[config.mk]
export PLATFORM = sky130hd
export DESIGN_NAME = flash_stream_prog
export DESIGN_NICKNAME = d
export VERILOG_FILES = /design/src/rtl/flash_stream_pkg.sv /design/src/rtl/fsp_wait_timer.sv /design/src/rtl/fsp_addr_unit.sv /design/src/rtl/fsp_status_decode.sv /design/src/rtl/flash_stream_prog.sv
export SDC_FILE = /design/constraint.sdc
export NUM_CORES = 1
export LEC_CHECK = 0
export ABC_AREA = 0
export BUFFER_PORTS_ARGS = -buffer_cell sky130_fd_sc_hd__clkbuf_2
export CORE_UTILIZATION = 53
export DETAILED_ROUTE_END_ITERATION = 8
export HOLD_SLACK_MARGIN = 0.06
export PLACE_DENSITY_LB_ADDON = 0.15
export SYNTH_ARGS = -nofsm -noshare
export SYNTH_HDL_FRONTEND = slang
export SYNTH_SLANG_ARGS = --single-unit
[constraint.sdc]
create_clock -name clk -period 3.4 [get_ports clk]
set_input_delay 0.68 -clock clk [delete_from_list [all_inputs] [get_ports clk]]
set_output_delay 0.68 -clock clk [all_outputs]
set_load 0.005 [all_outputs]
[src/rtl/flash_stream_pkg.sv]
package flash_stream_pkg;

  typedef enum logic [3:0] {
    ST_IDLE,
    ST_CMD_SETUP,
    ST_CMD_CONFIRM,
    ST_WAIT_SETUP,
    ST_SETUP_POLL,
    ST_SRC_WAIT,
    ST_WORD_WR,
    ST_WORD_POLL,
    ST_LEAVE_WR,
    ST_LEAVE_POLL,
    ST_FINISH
  } fsp_state_e;

  typedef enum logic [1:0] {
    ERR_NONE    = 2'd0,
    ERR_SETUP   = 2'd1,
    ERR_TIMEOUT = 2'd2,
    ERR_PROGRAM = 2'd3
  } fsp_err_e;

  localparam logic [7:0] SR_ERR_MASK   = 8'h1A;
  localparam int         SR_READY_BIT  = 7;
  localparam int         SR_STREAM_BIT = 0;
  localparam logic [7:0] CMD_ENTER     = 8'h30;
  localparam logic [7:0] CMD_CONFIRM   = 8'hD0;

endpackage

[src/rtl/fsp_wait_timer.sv]
module fsp_wait_timer #(
  parameter int CNT_W = 8
) (
  input  logic             clk,
  input  logic             rst_n,
  input  logic             clr,
  output logic [CNT_W-1:0] cnt_o
);

  logic [CNT_W-1:0] cnt_q;
  logic [CNT_W-1:0] cnt_d;
  logic             cnt_en;

  // saturating count, restarted on every state change
  assign cnt_en = clr || (cnt_q != {CNT_W{1'b1}});

  always_comb begin
    if (clr) cnt_d = '0;
    else     cnt_d = cnt_q + CNT_W'(1);
  end

  always_ff @(posedge clk or negedge rst_n) begin
    if (!rst_n)      cnt_q <= '0;
    else if (cnt_en) cnt_q <= cnt_d;
  end

  assign cnt_o = cnt_q;

endmodule

[src/rtl/fsp_addr_unit.sv]
module fsp_addr_unit #(
  parameter int ADDR_W = 16,
  parameter int BLK_W  = 8
) (
  input  logic              clk,
  input  logic              rst_n,
  input  logic              load,
  input  logic [ADDR_W-1:0] base_i,
  input  logic [BLK_W:0]    cnt_i,
  input  logic              step,
  output logic [ADDR_W-1:0] cmd_addr,
  output logic [ADDR_W-1:0] word_addr,
  output logic [ADDR_W-1:0] exit_addr,
  output logic              all_sent
);

  localparam int HI_W = ADDR_W - BLK_W;
  localparam logic [BLK_W:0] BLK_WORDS = (BLK_W+1)'(1) << BLK_W;

  logic [HI_W-1:0] blk_q;
  logic [BLK_W:0]  off_q, off_d;
  logic [BLK_W:0]  total_q, total_d;
  logic            off_en;

  always_comb begin
    total_d = (cnt_i > BLK_WORDS) ? BLK_WORDS : cnt_i;
    off_en  = load || step;
    off_d   = load ? '0 : off_q + (BLK_W+1)'(1);
  end

  always_ff @(posedge clk or negedge rst_n) begin
    if (!rst_n) begin
      blk_q   <= '0;
      total_q <= '0;
    end else if (load) begin
      blk_q   <= base_i[ADDR_W-1:BLK_W];
      total_q <= total_d;
    end
  end

  always_ff @(posedge clk or negedge rst_n) begin
    if (!rst_n)      off_q <= '0;
    else if (off_en) off_q <= off_d;
  end

  assign cmd_addr  = {blk_q, {BLK_W{1'b0}}};
  assign word_addr = {blk_q, off_q[BLK_W-1:0]};
  assign exit_addr = {blk_q + HI_W'(1), {BLK_W{1'b0}}};
  assign all_sent  = (off_q == total_q);

endmodule

[src/rtl/fsp_status_decode.sv]
module fsp_status_decode
  import flash_stream_pkg::*;
(
  input  logic [7:0] status,
  output logic       err_hit,
  output logic       stream_idle,
  output logic       dev_ready
);

  assign err_hit     = |(status & SR_ERR_MASK);
  assign stream_idle = ~status[SR_STREAM_BIT];
  assign dev_ready   = status[SR_READY_BIT];

endmodule

[src/rtl/flash_stream_prog.sv]
module flash_stream_prog
  import flash_stream_pkg::*;
#(
  parameter int ADDR_W    = 16,
  parameter int DATA_W    = 16,
  parameter int BLK_W     = 8,
  parameter int SETUP_DLY = 32,
  parameter int POLL_TMO  = 256
) (
  input  logic              clk,
  input  logic              rst_n,
  input  logic              start,
  input  logic [ADDR_W-1:0] base_addr,
  input  logic [BLK_W:0]    word_cnt,
  input  logic              src_valid,
  input  logic [DATA_W-1:0] src_data,
  output logic              src_ready,
  output logic              bus_req,
  output logic              bus_we,
  output logic [ADDR_W-1:0] bus_addr,
  output logic [DATA_W-1:0] bus_wdata,
  input  logic              bus_ack,
  input  logic [7:0]        bus_rdata,
  output logic              busy,
  output logic              done,
  output logic              pass,
  output logic [1:0]        err_code,
  output logic [7:0]        final_status
);

  localparam int TMR_MAX = (SETUP_DLY > POLL_TMO) ? SETUP_DLY : POLL_TMO;
  localparam int TMR_W   = $clog2(TMR_MAX + 1) + 1;
  localparam logic [TMR_W-1:0] DLY_LAST = TMR_W'(SETUP_DLY - 1);
  localparam logic [TMR_W-1:0] TMO_LAST = TMR_W'(POLL_TMO - 1);

  fsp_state_e        state_q, state_d;
  fsp_err_e          err_q, err_d;
  logic              pass_q, pass_d;
  logic [7:0]        stat_q, stat_d;
  logic [DATA_W-1:0] data_q, data_d;
  logic              res_en, data_en;

  logic              au_load, au_step, au_all_sent;
  logic [ADDR_W-1:0] au_cmd_addr, au_word_addr, au_exit_addr;
  logic              tmr_clr;
  logic [TMR_W-1:0]  tmr_cnt;
  logic              sr_err, sr_idle, sr_ready;
  logic              poll_expired;

  fsp_addr_unit #(.ADDR_W(ADDR_W), .BLK_W(BLK_W)) addr_i (
    .clk       (clk),
    .rst_n     (rst_n),
    .load      (au_load),
    .base_i    (base_addr),
    .cnt_i     (word_cnt),
    .step      (au_step),
    .cmd_addr  (au_cmd_addr),
    .word_addr (au_word_addr),
    .exit_addr (au_exit_addr),
    .all_sent  (au_all_sent)
  );

  fsp_wait_timer #(.CNT_W(TMR_W)) tmr_i (
    .clk   (clk),
    .rst_n (rst_n),
    .clr   (tmr_clr),
    .cnt_o (tmr_cnt)
  );

  fsp_status_decode sdec_i (
    .status      (bus_rdata),
    .err_hit     (sr_err),
    .stream_idle (sr_idle),
    .dev_ready   (sr_ready)
  );

  assign poll_expired = (tmr_cnt >= TMO_LAST);

  always_comb begin
    state_d   = state_q;
    err_d     = err_q;
    pass_d    = pass_q;
    stat_d    = stat_q;
    data_d    = data_q;
    au_load   = 1'b0;
    au_step   = 1'b0;
    bus_req   = 1'b0;
    bus_we    = 1'b0;
    bus_addr  = au_cmd_addr;
    bus_wdata = '0;
    src_ready = 1'b0;
    case (state_q)
      ST_IDLE: begin
        if (start) begin
          au_load = 1'b1;
          state_d = ST_CMD_SETUP;
        end
      end
      ST_CMD_SETUP: begin
        bus_req   = 1'b1;
        bus_we    = 1'b1;
        bus_wdata = DATA_W'(CMD_ENTER);
        if (bus_ack) state_d = ST_CMD_CONFIRM;
      end
      ST_CMD_CONFIRM: begin
        bus_req   = 1'b1;
        bus_we    = 1'b1;
        bus_wdata = DATA_W'(CMD_CONFIRM);
        if (bus_ack) state_d = ST_WAIT_SETUP;
      end
      ST_WAIT_SETUP: begin
        if (tmr_cnt >= DLY_LAST) state_d = ST_SETUP_POLL;
      end
      ST_SETUP_POLL: begin
        bus_req = 1'b1;
        if (bus_ack) begin
          stat_d = bus_rdata;
          if (sr_err) begin
            err_d   = ERR_SETUP;
            pass_d  = 1'b0;
            state_d = ST_FINISH;
          end else if (sr_idle) begin
            state_d = au_all_sent ? ST_LEAVE_WR : ST_SRC_WAIT;
          end
        end else if (poll_expired) begin
          err_d   = ERR_TIMEOUT;
          pass_d  = 1'b0;
          state_d = ST_FINISH;
        end
      end
      ST_SRC_WAIT: begin
        src_ready = 1'b1;
        if (src_valid) begin
          data_d  = src_data;
          state_d = ST_WORD_WR;
        end
      end
      ST_WORD_WR: begin
        bus_req   = 1'b1;
        bus_we    = 1'b1;
        bus_addr  = au_word_addr;
        bus_wdata = data_q;
        if (bus_ack) begin
          au_step = 1'b1;
          state_d = ST_WORD_POLL;
        end
      end
      ST_WORD_POLL: begin
        bus_req = 1'b1;
        if (bus_ack) begin
          stat_d = bus_rdata;
          if (sr_idle) state_d = au_all_sent ? ST_LEAVE_WR : ST_SRC_WAIT;
        end else if (poll_expired) begin
          err_d   = ERR_TIMEOUT;
          pass_d  = 1'b0;
          state_d = ST_FINISH;
        end
      end
      ST_LEAVE_WR: begin
        bus_req   = 1'b1;
        bus_we    = 1'b1;
        bus_addr  = au_exit_addr;
        bus_wdata = {DATA_W{1'b1}};
        if (bus_ack) state_d = ST_LEAVE_POLL;
      end
      ST_LEAVE_POLL: begin
        bus_req = 1'b1;
        if (bus_ack) begin
          stat_d = bus_rdata;
          if (sr_ready) begin
            err_d   = sr_err ? ERR_PROGRAM : ERR_NONE;
            pass_d  = ~sr_err;
            state_d = ST_FINISH;
          end
        end else if (poll_expired) begin
          err_d   = ERR_TIMEOUT;
          pass_d  = 1'b0;
          state_d = ST_FINISH;
        end
      end
      ST_FINISH: state_d = ST_IDLE;
      default:   state_d = ST_IDLE;
    endcase
  end

  assign tmr_clr = (state_d != state_q);
  assign res_en  = (state_q != ST_IDLE);
  assign data_en = (state_q == ST_SRC_WAIT);

  always_ff @(posedge clk or negedge rst_n) begin
    if (!rst_n) state_q <= ST_IDLE;
    else        state_q <= state_d;
  end

  always_ff @(posedge clk or negedge rst_n) begin
    if (!rst_n) begin
      err_q  <= ERR_NONE;
      pass_q <= 1'b0;
      stat_q <= '0;
    end else if (res_en) begin
      err_q  <= err_d;
      pass_q <= pass_d;
      stat_q <= stat_d;
    end
  end

  always_ff @(posedge clk or negedge rst_n) begin
    if (!rst_n)       data_q <= '0;
    else if (data_en) data_q <= data_d;
  end

  assign busy         = (state_q != ST_IDLE);
  assign done         = (state_q == ST_FINISH);
  assign pass         = pass_q;
  assign err_code     = err_q;
  assign final_status = stat_q;

endmodule

# == After elaboration in Yosys (flattened, before gate mapping) ==
# Cells that the tools add are included.
# word_totals
register_bits,67
input_bits,54
out_inout_bits,48
# op_classes
add_sub_neg,3
magnitude_cmp,3
eq_ne,16
n_mux,43
bitwise,1
n_reduce_logical,12
# ops
op,count
one-hot mux 16 bit (4 select lines),1
2-to-1 mux 4 bit,15
one-hot mux 4 bit (10 select lines),1
one-hot mux 16 bit (2 select lines),1
2-to-1 mux 9 bit,2
== test 4 x 3 -> 1 bit (second input constant),4
2-to-1 mux 2 bit,7
2-to-1 mux 1 bit,13
== test 4 bit (second input constant),3
adder 10 x 1 -> 10 bit (second input constant),1
greater-or-equal comparator 10 x 5 -> 1 bit (second input constant),1
greater-or-equal comparator 10 x 8 -> 1 bit (second input constant),1
2-to-1 mux 10 bit,1
inequality test 10 bit (second input constant),1
adder 9 x 1 -> 9 bit (second input constant),1
== test 9 bit,1
greater-than comparator 9 bit (second input constant),1
adder 8 x 1 -> 8 bit (second input constant),1
== test 4 x 2 -> 1 bit (second input constant),2
OR reduction 7 bit,1
inequality test 3 bit (second input constant),2
one-hot mux 2 bit (3 select lines),1
OR reduction 3 bit,2
AND reduction 5 bit,1
other kinds (12),13

# == Depth between registers and ports, before layout ==
# Gate-level depths: netlist (run 1).
# logic_depth
ltp_word,8
depth_mapped,10
mapped_depth_nobuf,8

# == By module ==
# From an unflattened synthesis (run 1), not the netlist that was laid out.
# unflattened
cells_unflattened,469
hier_area_um2,4264.1
# modules_own_cells
module,n_inst,cells_each,area_each_um2,seq_area_each_um2
flash_stream_prog,1,252,2128.3,775.7
fsp_addr_unit,1,159,1530.2,650.6
fsp_wait_timer,1,55,588.1,250.2
fsp_status_decode,1,3,17.5,0.0

# == Worst setup path after synthesis (run 1) ==
# OpenSTA, ideal clock, no wires.
# synth_timing
path_type,reg2out
start,register state_q[0]
end,output port bus_addr[15]
arrival_ns,1.954
t_required_ns,2.720
setup_slack_ns,0.766
stages_incl_launch_ff,8
path_cell_list,dfrtp_1 -> clkbuf_1 -> buf_2 -> nor3_2 -> and3_1 -> nand4_1 -> nor2_1 -> mux2_2
# synth_via
elab_chain_len,2
word_cells_on_any_way,3
cone_classes,eq/ne: 2; mux: 1
# synth_lines
item,line_no,rtl
start: declaration,flash_stream_prog.sv:36,"fsp_state_e state_q, state_d;"
start signal: assignment,flash_stream_prog.sv:192,else state_q <= state_d;
== test 4 bit / == test 4 x 3 -> 1 bit (equally long branches),flash_stream_prog.sv:92,case (state_q)
one-hot mux 16 bit (2 select lines) (*),flash_stream_prog.sv:92,
end: declaration,flash_stream_prog.sv:20,"output logic [ADDR_W-1:0] bus_addr,"
# Mark *: on every way between the ends. The rest lies on a longest branch, timed or not.

# == Worst setup path in the final report (run 1) ==
# layout_timing
start,register state_q[3]
end,output port bus_addr[15]
# Same word-level chain as after synthesis.

==> results of run 1 <==
## metal layers
metal  vias to the layer above  global-route usage (%)
met5                         -                       0
met4                         0                    7.73
met2                        69                    38.9
li1                       1559                       -
met3                        11                    5.87
met1                      1515                    31.7
## cell type report
| class | count | area, sq um | share of cell area [%] |
|---|---|---|---|
| Clock buffer | 11 | 151 | 3.36 |
| Clock inverter | 5 | 61.3 | 1.36 |
| Inverter | 7 | 26.3 | 0.583 |
| Multi-Input combinational cell | 304 | 1960 | 43.6 |
| Sequential cell | 67 | 1680 | 37.2 |
| Tap cell | 96 | 120 | 2.66 |
| Timing Repair Buffer | 99 | 510 | 11.3 |
## metrics by stage
stage                     area (sq um)  setup slack, ps  hold WS [ps]  total power, uW
after CTS                         4510              345           457             2820
final                             4510              338           436             2800
after floorplan                   3750              766           384             1780
after global routing              4510              179           501             3000
after global placement            4300              729           476             2100
after detailed placement          4300              703           479             2130
## critical path: stages, from the launching register on
cell and delay, ps:
sky130_fd_sc_hd__dfrtp_1 600, sky130_fd_sc_hd__nand2b_1 240, sky130_fd_sc_hd__nor3_2 220, sky130_fd_sc_hd__and3_1 240, sky130_fd_sc_hd__nand4_1 150, sky130_fd_sc_hd__nor2_1 140, sky130_fd_sc_hd__mux2_2 340, sky130_fd_sc_hd__clkbuf_2 110
## final timing paths
kind	startpoint	endpoint	cells after the start
worst min register to register	addr_i.total_q[7]	addr_i.total_q[7]	2
min in group clk	addr_i.total_q[7]	addr_i.total_q[7]	2
worst max register to register	tmr_i.cnt_o[0]	tmr_i.cnt_o[1]	8
max in group asynchronous	rst_n	addr_i.blk_q[0]	2
worst min-delay path	rst_n	addr_i.total_q[5]	1
worst max-delay path	state_q[3]	bus_addr[15]	7
## power groups by stage
stage	registers, uW	clock network, uW	logic (uW)
global placement	1140	0	959
finish	1130	697	974
detailed placement	1150	0	978
CTS	1140	705	980
floorplan	1070	0	703
global route	1160	751	1090
## flip-flops by register name (all words and copies together) (netlist names)
register,cells
addr_i.total_q,9
final_status,8
tmr_i.cnt_o,10
addr_i.blk_q,8
pass,1
data_q,16
err_code,2
state_q,4
addr_i.off_q,9
## cell families (layout without fill, tap and decap cells)
logic type | Yosys count | in the layout | synth area share (%)
AND/OR/NAND/NOR | 184 | 184 | 24.9
flip-flops | 67 | 67 | 44.7
XOR/XNOR | 25 | 25 | 6.54
buffers and inverters | 26 | 122 | 2.97
multiplexers | 32 | 32 | 9.50
AO/OA/AOI/OAI | 60 | 60 | 10.4
adder cells (fa/ha/maj) | 3 | 3 | 1.00
## placed cells by master (no fill, tap or decap), drive strengths merged, types with 8 or more instances in the layout
cell,n
clkbuf,103
nand2,74
nor2b,12
nand3b,8
xnor2,18
nor3,18
nand4,11
a21oi,15
and3,12
nor2,22
a21o,13
dfrtp,67
mux2,29
o21ai,17
==> Flow_metrics.wiki, run 1 <==
{| class="wikitable"
! Metric !! Value
|-
| Switching Fraction || 36.6%
|-
| Leading post-synthesis cells by cell area || sky130_fd_sc_hd__dfrtp_1 45%, sky130_fd_sc_hd__mux2_2 8.7%, sky130_fd_sc_hd__nand2_1 7.4%, sky130_fd_sc_hd__xnor2_1 4.0%, sky130_fd_sc_hd__a21o_1 2.6%
|-
| Vias in the first global route || 3010
|-
| Share of synthesized area occupied by flip-flops and latches || 44.7%
|-
| Maxcap violations || 0
|-
| Root cell of the clock tree || sky130_fd_sc_hd__clkbuf_8
|-
| Total setup violations reported at the end of the flow || 0
|-
| CP Max Fanout || 14
|-
| DRT Pass-1 Iters || 4
|-
| Sw power || 1030 uW
|-
| Routed length per instance || 14.1 um
|-
| Count of buffers inserted at the top-level ports || 93
|-
| Detailed-route via count || 3154
|-
| Core utilization of the finished layout || 66.0%
|-
| Setup repair after global routing missed its margin || no
|-
| Part of the total power dissipated in combinational logic || 34.7%
|-
| DRC || 0
|-
| Flip-flop and latch count after synthesis || 67
|-
| Arrival time worst endpoint || 2380 ps
|-
| Routed vias/inst || 5.35
|-
| Worst clock skew || 7.83 ps
|-
| Minimum clock period || 3060 ps
|-
| Area share of the leading cell type in the synthesized netlist || 44.7%
|-
| First DRT Iteration DRCs || 143
|-
| CTS hold repair buffers || 0
|-
| Antenna violations before repair || 0
|-
| R2R setup slack || 740 ps
|-
| CTS tree || yes
|-
| Final number of max-transition violations || 0
|-
| Placed wire-length estimate || 6060 um
|-
| Number of nets in the finished design || 545
|-
| Final cell count without fillers || 589
|-
| Total CTS buffers || 9
|-
| Largest net degree at the start of global routing || 39
|-
| Count of endpoints failing hold in the final timing report || 0
|-
| Post-synth ARST share || 100%
|-
| Type of the worst setup path || register to output pin
|-
| Distinct cell type count after synthesis || 50
|-
| Leakage dissipation || 0.00231 uW
|-
| Row Count || 30
|-
| Peak supply drop || 0.000318 V
|-
| Clock Power Share || 24.8%
|-
| Die width || 86.1 um
|-
| Length of routed met3 wiring || 369 um
|-
| Routability congestion estimate from global placement || 0.817
|-
| Maximum number of buffers from clock root to sink || 2
|-
| Count leader, synth || sky130_fd_sc_hd__nand2_1
|-
| Ports placed on the boundary || 102
|-
| Worst Tran Pin Value || 841 ps
|-
| Wire length of the first global-routing pass || 14000 um
|-
| Initial Utilization || 54.9%
|-
| Part of the total power dissipated in sequential elements || 40.4%
|-
| Design internal power || 1780 uW
|-
| Die span in y || 86.1 um
|-
| Total Negative Setup Slacks || 0 ps
|-
| Worst Setup End Kind || output pin
|-
| Post-synth top flop || sky130_fd_sc_hd__dfrtp_1
|-
| Number of antenna cells inserted || 0
|-
| Overall track demand over capacity in global routing || 24.0%
|-
| Fmax || 0.327 GHz
|-
| Synthesized Nets || 454
|-
| Run status || completed
|-
| Sum of met2 wire segment lengths after detailed routing || 4090 um
|-
| Placed cell count || 573
|-
| Number of filler cells placed in the layout || 606
|-
| Count of H-tree levels built during CTS || 3
|-
| Highest metal layer with signal wires || met4
|-
| Die ar. || 7420 sq um
|-
| Path type of the worst min-delay path || input pin to asynchronous set/reset pin
|-
| Number of warnings printed during yosys synthesis || 0
|-
| Type of origin of the critical path || register
|-
| Headroom to the max-slew limit || 43.9%
|-
| Count of antenna-violating nets left after detailed routing || 0
|-
| Req. time, crit path || 2720 ps
|-
| Number of enable-type register cells in the synthesized netlist || 0
|-
| Clock tree sinks || 67
|-
| Final global-route overflow total || 0
|-
| Core region area || 6830 sq um
|-
| Final WL || 8330 um
|-
| Most frequent cells after synthesis || 74 x sky130_fd_sc_hd__nand2_1, 67 x sky130_fd_sc_hd__dfrtp_1, 29 x sky130_fd_sc_hd__mux2_2, 22 x sky130_fd_sc_hd__nor2_1, 17 x sky130_fd_sc_hd__xnor2_1
|-
| Routed length on met1 || 3760 um
|-
| Buffers inserted by post-CTS timing repair || 0
|-
| Dominant cell type by area after synthesis || sky130_fd_sc_hd__dfrtp_1
|-
| Post-Synthesis Mean Instance Area || 9.45 sq um
|-
| Portion of the clock cycle consumed by the worst path in the final layout || 90.0%
|-
| Area growth from synthesis to layout || 20.2%
|-
| Power Dens Cells || 622 nW/um^2
|-
| Skew-Pair Late Insertion Delay || 340 ps
|-
| Cell count after synthesis || 397
|-
| Layout cells sized above 1 || 31.0%
|-
| Combined area of all synthesized cells || 3750 sq um
|-
| Number of gates resized after cts || 0
|-
| Clock transition time at the flip-flop clock pins of the worst setup and hold paths || 80 ps
|}
Power figures use the tool's default switching activity.
==> run 2, diff against run 1 <==
Settings changed: ABC_AREA 0 to 1, CORE_ASPECT_RATIO from default to 0.7.
==> run 2 against run 1 <==
  * Sequential share of layout area decreased by 0.74 points
  * Via count increased by 5.2%
  * Largest power group unchanged
  * Total power decreased by 1.0%
  * Wire length increased by 3.5%
  * Combinational power decreased by 2.9%
  * Final cell count increased by 12%
  * Global-route usage increased by 1.5 points
  * First-iteration DRC count increased by 20%
  * Non-clock buffer count decreased by 4
  * Hold slack got worse by 110 ps
  * Highest routed layer unchanged
  * Fmax increased by 7.1%
==> Flow_metrics.wiki, run 2 <==
{| class="wikitable"
! Metric !! Value
|-
| Worst flop-to-flop path startpoint || state_q[1]
|-
| Routed vias/inst || 5.02 (-6.3%)
|-
| First DRT Iteration DRCs || 172 (+20%)
|-
| Number of warnings printed during yosys synthesis || 0 (unchanged)
|-
| R2R Path End || addr_i.total_q[2]
|-
| Worst clock skew || 9.78 ps (+1.95 ps)
|-
| Largest net degree at the start of global routing || 68 (+74%)
|-
| Skew-Pair Late Insertion Delay || 360 ps (+20 ps)
|-
| Dominant cell type by area after synthesis || sky130_fd_sc_hd__dfrtp_1
|-
| Most frequent standard cell in the layout excluding fill and tap cells || sky130_fd_sc_hd__nand2_1
|-
| Die ar. || 7500 sq um (+1.1%)
|-
| Area fraction in and, or, nand and nor cells after synthesis || 31.9% (+7.0 points)
|-
| Area fraction in compound gates after synthesis || 7.16% (-3.3 points)
|-
| Adder-cell area share of the yosys netlist || 0.990% (-0.0099 points)
|-
| Minimum clock period || 2860 ps (-202 ps)
|-
| Count of endpoints failing hold in the final timing report || 0 (unchanged)
|-
| Clock tree sinks || 67 (unchanged)
|-
| Distinct cell type count after synthesis || 41 (-18%)
|-
| Worst Tran Pin Value || 641 ps (-201 ps)
|-
| Count of buffers inserted at the top-level ports || 93 (unchanged)
|-
| Register bank with the most flops || data_q
|-
| Post-synth top flop || sky130_fd_sc_hd__dfrtp_1
|-
| Initial Utilization || 55.6% (+0.65 points)
|-
| Overall track demand over capacity in global routing || 25.5% (+1.5 points)
|-
| Most frequent cells after synthesis || 129 x sky130_fd_sc_hd__nand2_1, 67 x sky130_fd_sc_hd__dfrtp_1, 44 x sky130_fd_sc_hd__inv_1, 39 x sky130_fd_sc_hd__nor2_1, 27 x sky130_fd_sc_hd__o21ai_0
|-
| R2R setup slack || 1320 ps (+580 ps)
|-
| Row Count || 25 (-17%)
|-
| CTS tree || yes
|-
| Total setup violations reported at the end of the flow || 0 (unchanged)
|-
| Top library cells by usage in the layout, fill and taps aside || 129 x sky130_fd_sc_hd__nand2_1, 92 x sky130_fd_sc_hd__clkbuf_2, 67 x sky130_fd_sc_hd__dfrtp_1, 44 x sky130_fd_sc_hd__inv_1, 39 x sky130_fd_sc_hd__nor2_1
|-
| Final WL || 8620 um (+3.5%)
|-
| Maxcap violations || 0 (unchanged)
|-
| Type of origin of the critical path || register
|-
| Flip-flop and latch count after synthesis || 67 (unchanged)
|-
| Area share of xor/xnor cells in the synthesized design || 3.00% (-3.5 points)
|-
| Core utilization of the finished layout || 67.5% (+1.5 points)
|-
| Clock transition time at the flip-flop clock pins of the worst setup and hold paths || 70 ps (about the same)
|-
| Die width || 103 um (+20%)
|-
| Final Cell Area || 4600 sq um (+2.0%)
|-
| Final global-route overflow total || 0 (unchanged)
|-
| Routed length per instance || 13.0 um (-7.7%)
|-
| CTS hold repair buffers || 0 (unchanged)
|-
| Area share of the leading cell type in the synthesized netlist || 44.2% (-0.44 points)
|-
| Setup repair after global routing missed its margin || no
|-
| Core region area || 6820 sq um (-0.18%)
|-
| Number of gates resized after cts || 0 (unchanged)
|-
| Leakage dissipation || 0.00246 uW (+6.7%)
|-
| Routability congestion estimate from global placement || 0.866 (+6.1%)
|-
| Combined area of all synthesized cells || 3790 sq um (+1.0%)
|-
| Path type of the worst min-delay path || input pin to asynchronous set/reset pin
|-
| Ports placed on the boundary || 102 (unchanged)
|-
| Count of H-tree levels built during CTS || 3 (unchanged)
|-
| Number of flip-flops in the largest register || 16 (unchanged)
|-
| Worst Setup End Kind || output pin
|-
| Placed wire-length estimate || 6440 um (+6.3%)
|-
| Number of enable-type register cells in the synthesized netlist || 0 (unchanged)
|-
| Peak supply drop || 0.000301 V (-5.4%)
|-
| Post-synth ARST share || 100% (unchanged)
|-
| Vias in the first global route || 3081 (+2.4%)
|-
| Total Negative Setup Slacks || 0 ps (unchanged)
|-
| Portion of the clock cycle consumed by the worst path in the final layout || 84.1% (-5.9 points)
|-
| Detailed-route via count || 3318 (+5.2%)
|-
| Headroom to the max-slew limit || 57.0% (+13 points)
|-
| Multiplexer area fraction after synthesis || 6.21% (-3.3 points)
|-
| DRC || 0 (unchanged)
|-
| Area growth from synthesis to layout || 21.4%
|-
| Arrival time worst endpoint || 2180 ps (-200 ps)
|-
| Leading post-synthesis cells by cell area || sky130_fd_sc_hd__dfrtp_1 44%, sky130_fd_sc_hd__nand2_1 13%, sky130_fd_sc_hd__mux2_2 5.3%, sky130_fd_sc_hd__inv_1 4.4%, sky130_fd_sc_hd__nor2_1 3.9%
|-
| Buffers inserted by post-CTS timing repair || 0 (unchanged)
|-
| Cell count after synthesis || 465 (+17%)
|-
| Start point of the critical path || state_q[2]
|-
| Total CTS buffers || 9 (unchanged)
|-
| Synthesized Nets || 522 (+15%)
|-
| Share of synthesized area occupied by flip-flops and latches || 44.2% (-0.44 points)
|-
| Die span in y || 72.8 um (-16%)
|-
| Post-Synthesis Mean Instance Area || 8.15 sq um (-14%)
|-
| Count of antenna-violating nets left after detailed routing || 0 (unchanged)
|-
| Req. time, crit path || 2720 ps (about the same)
|-
| Count leader, synth || sky130_fd_sc_hd__nand2_1
|-
| Root cell of the clock tree || sky130_fd_sc_hd__clkbuf_8
|-
| Number of nets in the finished design || 619 (+14%)
|-
| Wire length of the first global-routing pass || 14400 um (+2.3%)
|-
| Final number of max-transition violations || 0 (unchanged)
|-
| Worst r2r path cells || 7 (-1)
|-
| Run status || completed
|-
| Maximum number of buffers from clock root to sink || 2 (unchanged)
|-
| Fmax || 0.350 GHz (+7.1%)
|-
| Layout cells sized above 1 || 31.6% (+0.54 points)
|-
| Antenna violations before repair || 0 (unchanged)
|-
| Type of the worst setup path || register to output pin
|-
| Power Dens Cells || 603 nW/um^2 (-3.0%)
|-
| DRT Pass-1 Iters || 4 (unchanged)
|-
| Placed Instance Area || 4360 sq um (+1.5%)
|-
| CP Max Fanout || 18 (+4)
|-
| Number of antenna cells inserted || 0 (unchanged)
|-
| Largest family of logic cells by synthesized area || simple AND/OR/NAND/NOR gates
|}
[run 2: cell types whose count changed after synthesis, sizes merged, moves of 12 or more]
cell,delta
and3,-12
inv,+43
nand2,+70
nand3,+22
nor2,+27
nor2b,-12
[run 2: metal layers]
layer,wire length (um),part of all wire [%],global-route usage [%],vias to the layer above
met4,136,1.6,9.70,0
li1,-,-,-,1686
met1,4150,48,35.1,1505
met2,3630,42,37.6,115
met5,0,0,0,-
met3,707,8.2,8.05,12
[run 2: worst max-delay path by stage]
stage,endpoint,slack (ps),depth (start not counted)
final,bus_addr[14],540,6
after global routing,bus_addr[14],350,6
after CTS,bus_addr[15],560,8
after detailed placement,bus_addr[15],950,8
after global placement,bus_addr[15],980,8
after floorplan,bus_addr[15],1330,7
[run 2: final cells by class]
cell class / instances / area (sq um)
Clock buffer: 10 / 128
Clock inverter: 6 / 114
Fill cell: 584 / 2220
Inverter: 54 / 205
Multi-Input combinational cell: 335 / 1870
Sequential cell: 67 / 1680
Tap cell: 94 / 118
Timing Repair Buffer: 95 / 493
[run 2: through the flow]
stage               instances  hold WS, ps  setup slack, ps  power [uW]
finish                    661          329              541        2780
global route              661          369              351        2970
CTS                       661          350              558        2800
detailed placement        645          465              951        1990
global placement          645          459              982        1970
floorplan                 465          384             1330        1680
[run 2: kinds of logic after synthesis]
| group | Yosys count |
|---|---|
| and+or+nand+nor | 250 |
| DFF | 67 |
| buffers and inverters | 63 |
| muxes | 21 |
| AOI/OAI and AO/OA | 48 |
| xor gates and xnor gates | 13 |
| adders and majority gates | 3 |
[run 2: worst max-delay path, cell delays in order, from the launching register on]
cell and delay [ps]:
sky130_fd_sc_hd__dfrtp_1 450, sky130_fd_sc_hd__nor2_1 220, sky130_fd_sc_hd__nand2_2 260, sky130_fd_sc_hd__nor4_1 410, sky130_fd_sc_hd__nand2_1 130, sky130_fd_sc_hd__o21ai_0 210, sky130_fd_sc_hd__clkbuf_2 150
[run 2: report_power, final]
part | total, uW | leakage (uW) | switching [uW] | internal (uW)
logic | 946 | 0.00145 | 605 | 341
clock network | 809 | 0.000113 | 320 | 488
registers | 1020 | 0.000904 | 102 | 919
==> run 3, diff against run 2 <==
Settings changed: ABC_AREA 1 to 0.
Clock period 3.4 ns to 2.7 ns, I/O delays scaled along.
==> run 3 against run 2 <==
  * Register-to-register slack worse by 1200 ps
  * Clock-buffer cell count up 2
  * Clock skew down 3.1 ps
  * Via count down 2.8%
  * Critical path type is now register to register
  * Largest cell class unchanged
==> Flow_metrics.wiki, run 3 (same netlist as run 1, synthesis figures left out) <==
{| class="wikitable"
! Metric !! Value
|-
| Minimum clock period || 2620 ps
|-
| Detailed-route via count || 3225 (-2.8%)
|-
| CTS tree || yes
|-
| CTS hold repair buffers || 0 (unchanged)
|-
| Row Count || 25 (unchanged)
|-
| Slowest cell delay on critical path || 420 ps (-30 ps)
|-
| Final number of max-transition violations || 0 (unchanged)
|-
| Overall track demand over capacity in global routing || 25.4% (-0.033 points)
|-
| Number of flip-flops in the largest register || 16 (unchanged)
|-
| Total CTS buffers || 9 (unchanged)
|-
| Final global-route overflow total || 0 (unchanged)
|-
| Portion of the clock cycle consumed by the worst path in the final layout || 97.0%
|-
| Power Dens Cells || 806 nW/um^2 (+34%)
|-
| Skew-Pair Late Insertion Delay || 340 ps (-20 ps)
|-
| Global-route met3 utilization || 7.03% (-1.0 points)
|-
| Core utilization of the finished layout || 68.8% (+1.3 points)
|-
| Met2 global-route usage || 38.5% (+0.96 points)
|-
| Leakage dissipation || 0.00239 uW (-3.1%)
|-
| Wire length of the first global-routing pass || 14400 um (about the same)
|-
| Slowest-stage cell, CP || sky130_fd_sc_hd__dfrtp_1
|-
| DRC || 0 (unchanged)
|-
| Routed vias/inst || 5.40 (+7.6%)
|-
| Count of antenna-violating nets left after detailed routing || 0 (unchanged)
|-
| Type of the worst setup path || register to register
|-
| CP Max Fanout || 6 (-12)
|-
| Routed length per instance || 14.9 um (+14%)
|-
| Top library cells by usage in the layout, fill and taps aside || 92 x sky130_fd_sc_hd__clkbuf_2, 74 x sky130_fd_sc_hd__nand2_1, 65 x sky130_fd_sc_hd__dfrtp_1, 29 x sky130_fd_sc_hd__mux2_2, 22 x sky130_fd_sc_hd__nor2_1
|-
| Design internal power || 2410 uW (+38%)
|-
| Part of the total power dissipated in sequential elements || 37.4% (+0.6 points)
|-
| Final WL || 8870 um (+2.9%)
|-
| Core region area || 6790 sq um (-0.46%)
|-
| Worst Tran Pin Value || 700 ps (+59.3 ps)
|-
| Layout cells sized above 1 || 34.2% (+2.6 points)
|-
| Worst clock skew || 6.66 ps (-3.12 ps)
|-
| Register bank with the most flops || data_q
|-
| Total Negative Setup Slacks || 0 ps (unchanged)
|-
| Count of buffers inserted at the top-level ports || 93 (unchanged)
|-
| Largest net degree at the start of global routing || 44 (-35%)
|-
| Count of endpoints failing hold in the final timing report || 0 (unchanged)
|-
| Req. time, crit path || 2910 ps (+190 ps)
|-
| Placed wire-length estimate || 6340 um (-1.5%)
|-
| Vias in the first global route || 2997 (-2.7%)
|-
| Series of cell instances along the critical path || ha_2, and3_4, a211o_4, nor2b_4, or3_4, o221ai_4, xor2_2, nor3_1
|-
| Run status || completed
|-
| DRT Pass-1 Iters || 4 (unchanged)
|-
| Antenna violations before repair || 0 (unchanged)
|-
| Worst Setup End Kind || register
|-
| Routability congestion estimate from global placement || 0.882 (+1.9%)
|-
| Clock transition time at the flip-flop clock pins of the worst setup and hold paths || 70 ps (about the same)
|-
| Peak supply drop || 0.000495 V (+64%)
|-
| Global-route track usage on met1 || 35.8% (+0.67 points)
|-
| Clock tree sinks || 67 (unchanged)
|-
| Clock Power Share || 24.5% (-4.6 points)
|-
| Area growth from synthesis to layout || 24.5%
|-
| Multi-input logic area || 2030 sq um (+8.5%)
|-
| Footprint of the flip-flops and latches || 1680 sq um (+0.15%)
|-
| Number of filler cells placed in the layout || 564 (-3.4%)
|-
| Number of antenna cells inserted || 0 (unchanged)
|-
| Initial Utilization || 55.3% (-0.30 points)
|-
| Most frequent standard cell in the layout excluding fill and tap cells || sky130_fd_sc_hd__clkbuf_2
|-
| Ports placed on the boundary || 102 (unchanged)
|-
| Total setup violations reported at the end of the flow || 0 (unchanged)
|-
| Part of the total power dissipated in combinational logic || 38.0% (+3.9 points)
|-
| Sw power || 1360 uW (+32%)
|-
| Busiest grt layer || met2
|-
| Switching Fraction || 36.1% (-0.91 points)
|-
| Maxcap violations || 0 (unchanged)
|-
| Arrival time worst endpoint || 2830 ps (+650 ps)
|-
| Number of nets in the finished design || 557 (-10%)
|-
| Type of origin of the critical path || register
|-
| Fmax || 0.382 GHz
|-
| Count of H-tree levels built during CTS || 3 (unchanged)
|-
| Die span in y || 72.4 um (-0.48%)
|-
| Path type of the worst min-delay path || input pin to asynchronous set/reset pin
|-
| Maximum number of buffers from clock root to sink || 2 (unchanged)
|-
| Die width || 103 um (-0.49%)
|-
| First DRT Iteration DRCs || 135 (-22%)
|-
| Die ar. || 7430 sq um (-0.96%)
|-
| Root cell of the clock tree || sky130_fd_sc_hd__clkbuf_8
|-
| Headroom to the max-slew limit || 53.2% (-3.8 points)
|}
## run 3: cell count changes in the layout (fill, tap and decap cells not counted), sizes merged, moves of 12 or more
cell / previous run / this run
nand3: 29 / 7
nand2: 144 / 74
nor2: 49 / 22
buf: 3 / 18
nor2b: 0 / 12
inv: 50 / 7
and3: 0 / 12
## run 3: power by group through the flow
| stage | combinational, uW | clock [uW] | sequential (uW) |
|---|---|---|---|
| 6_report | 1430 | 923 | 1410 |
| 3_5_place_dp | 1350 | 0 | 1420 |
| 2_1_floorplan | 885 | 0 | 1350 |
| 5_1_grt | 1590 | 981 | 1440 |
| 3_3_place_gp | 1330 | 0 | 1410 |
| 4_1_cts | 1360 | 944 | 1400 |
## run 3: final cells by class
type	count	share of cell area (%)
Clock buffer	12	3.32
Clock inverter	2	1.29
Inverter	7	0.563
Multi-Input combinational cell	305	43.4
Sequential cell	67	35.9
Tap cell	94	2.52
Timing Repair Buffer	110	13.0
## run 3: routing by layer
layer / up-vias / wire length, um
li1: 1589 / -
met1: 1506 / 4160
met2: 119 / 3890
met3: 11 / 720
met4: 0 / 100
met5: - / 0
## run 3: worst paths after layout
kind                                    from           endpoint  slack (ps)  cells after the start
hold / removal                         rst_n     tmr_i.cnt_o[5]         190                      1
setup reg to reg              tmr_i.cnt_o[1]     tmr_i.cnt_o[6]          80                      8
max in group asynchronous              rst_n        err_code[1]        1880                      2
min in group clk               base_addr[12]    addr_i.blk_q[4]         390                      3
setup / recovery              tmr_i.cnt_o[1]     tmr_i.cnt_o[6]          80                      8
hold reg to reg            addr_i.total_q[6]  addr_i.total_q[6]         490                      2
## run 3: worst max-delay path, delay by kind of cell, from the launching register on
kind	cells	cell delay (ps)
adders and majority gates	1	220
and+or+nand+nor	4	850
xor gates and xnor gates	1	330
DFF	1	420
AOI/OAI and AO/OA	2	670
## run 3: timing repair
action,4_1_cts,5_1_grt
buffers inserted,0,1
cloned,0,1
pin swaps,0,6
endpoints found under the setup margin,1,12
gates resized for setup,5,7
## run 3: through the flow
stage / setup slack [ps] / total power, uW / area (sq um) / hold WS (ps) / instances
after global routing: -3.58 / 4010 / 4670 / 222 / 597
after CTS: 2.75 / 3710 / 4620 / 204 / 595
after floorplan: 201 / 2240 / 3750 / 244 / 397
final: 79.9 / 3760 / 4670 / 189 / 597
after global placement: 151 / 2740 / 4380 / 479 / 581
after detailed placement: 20.5 / 2770 / 4380 / 479 / 581
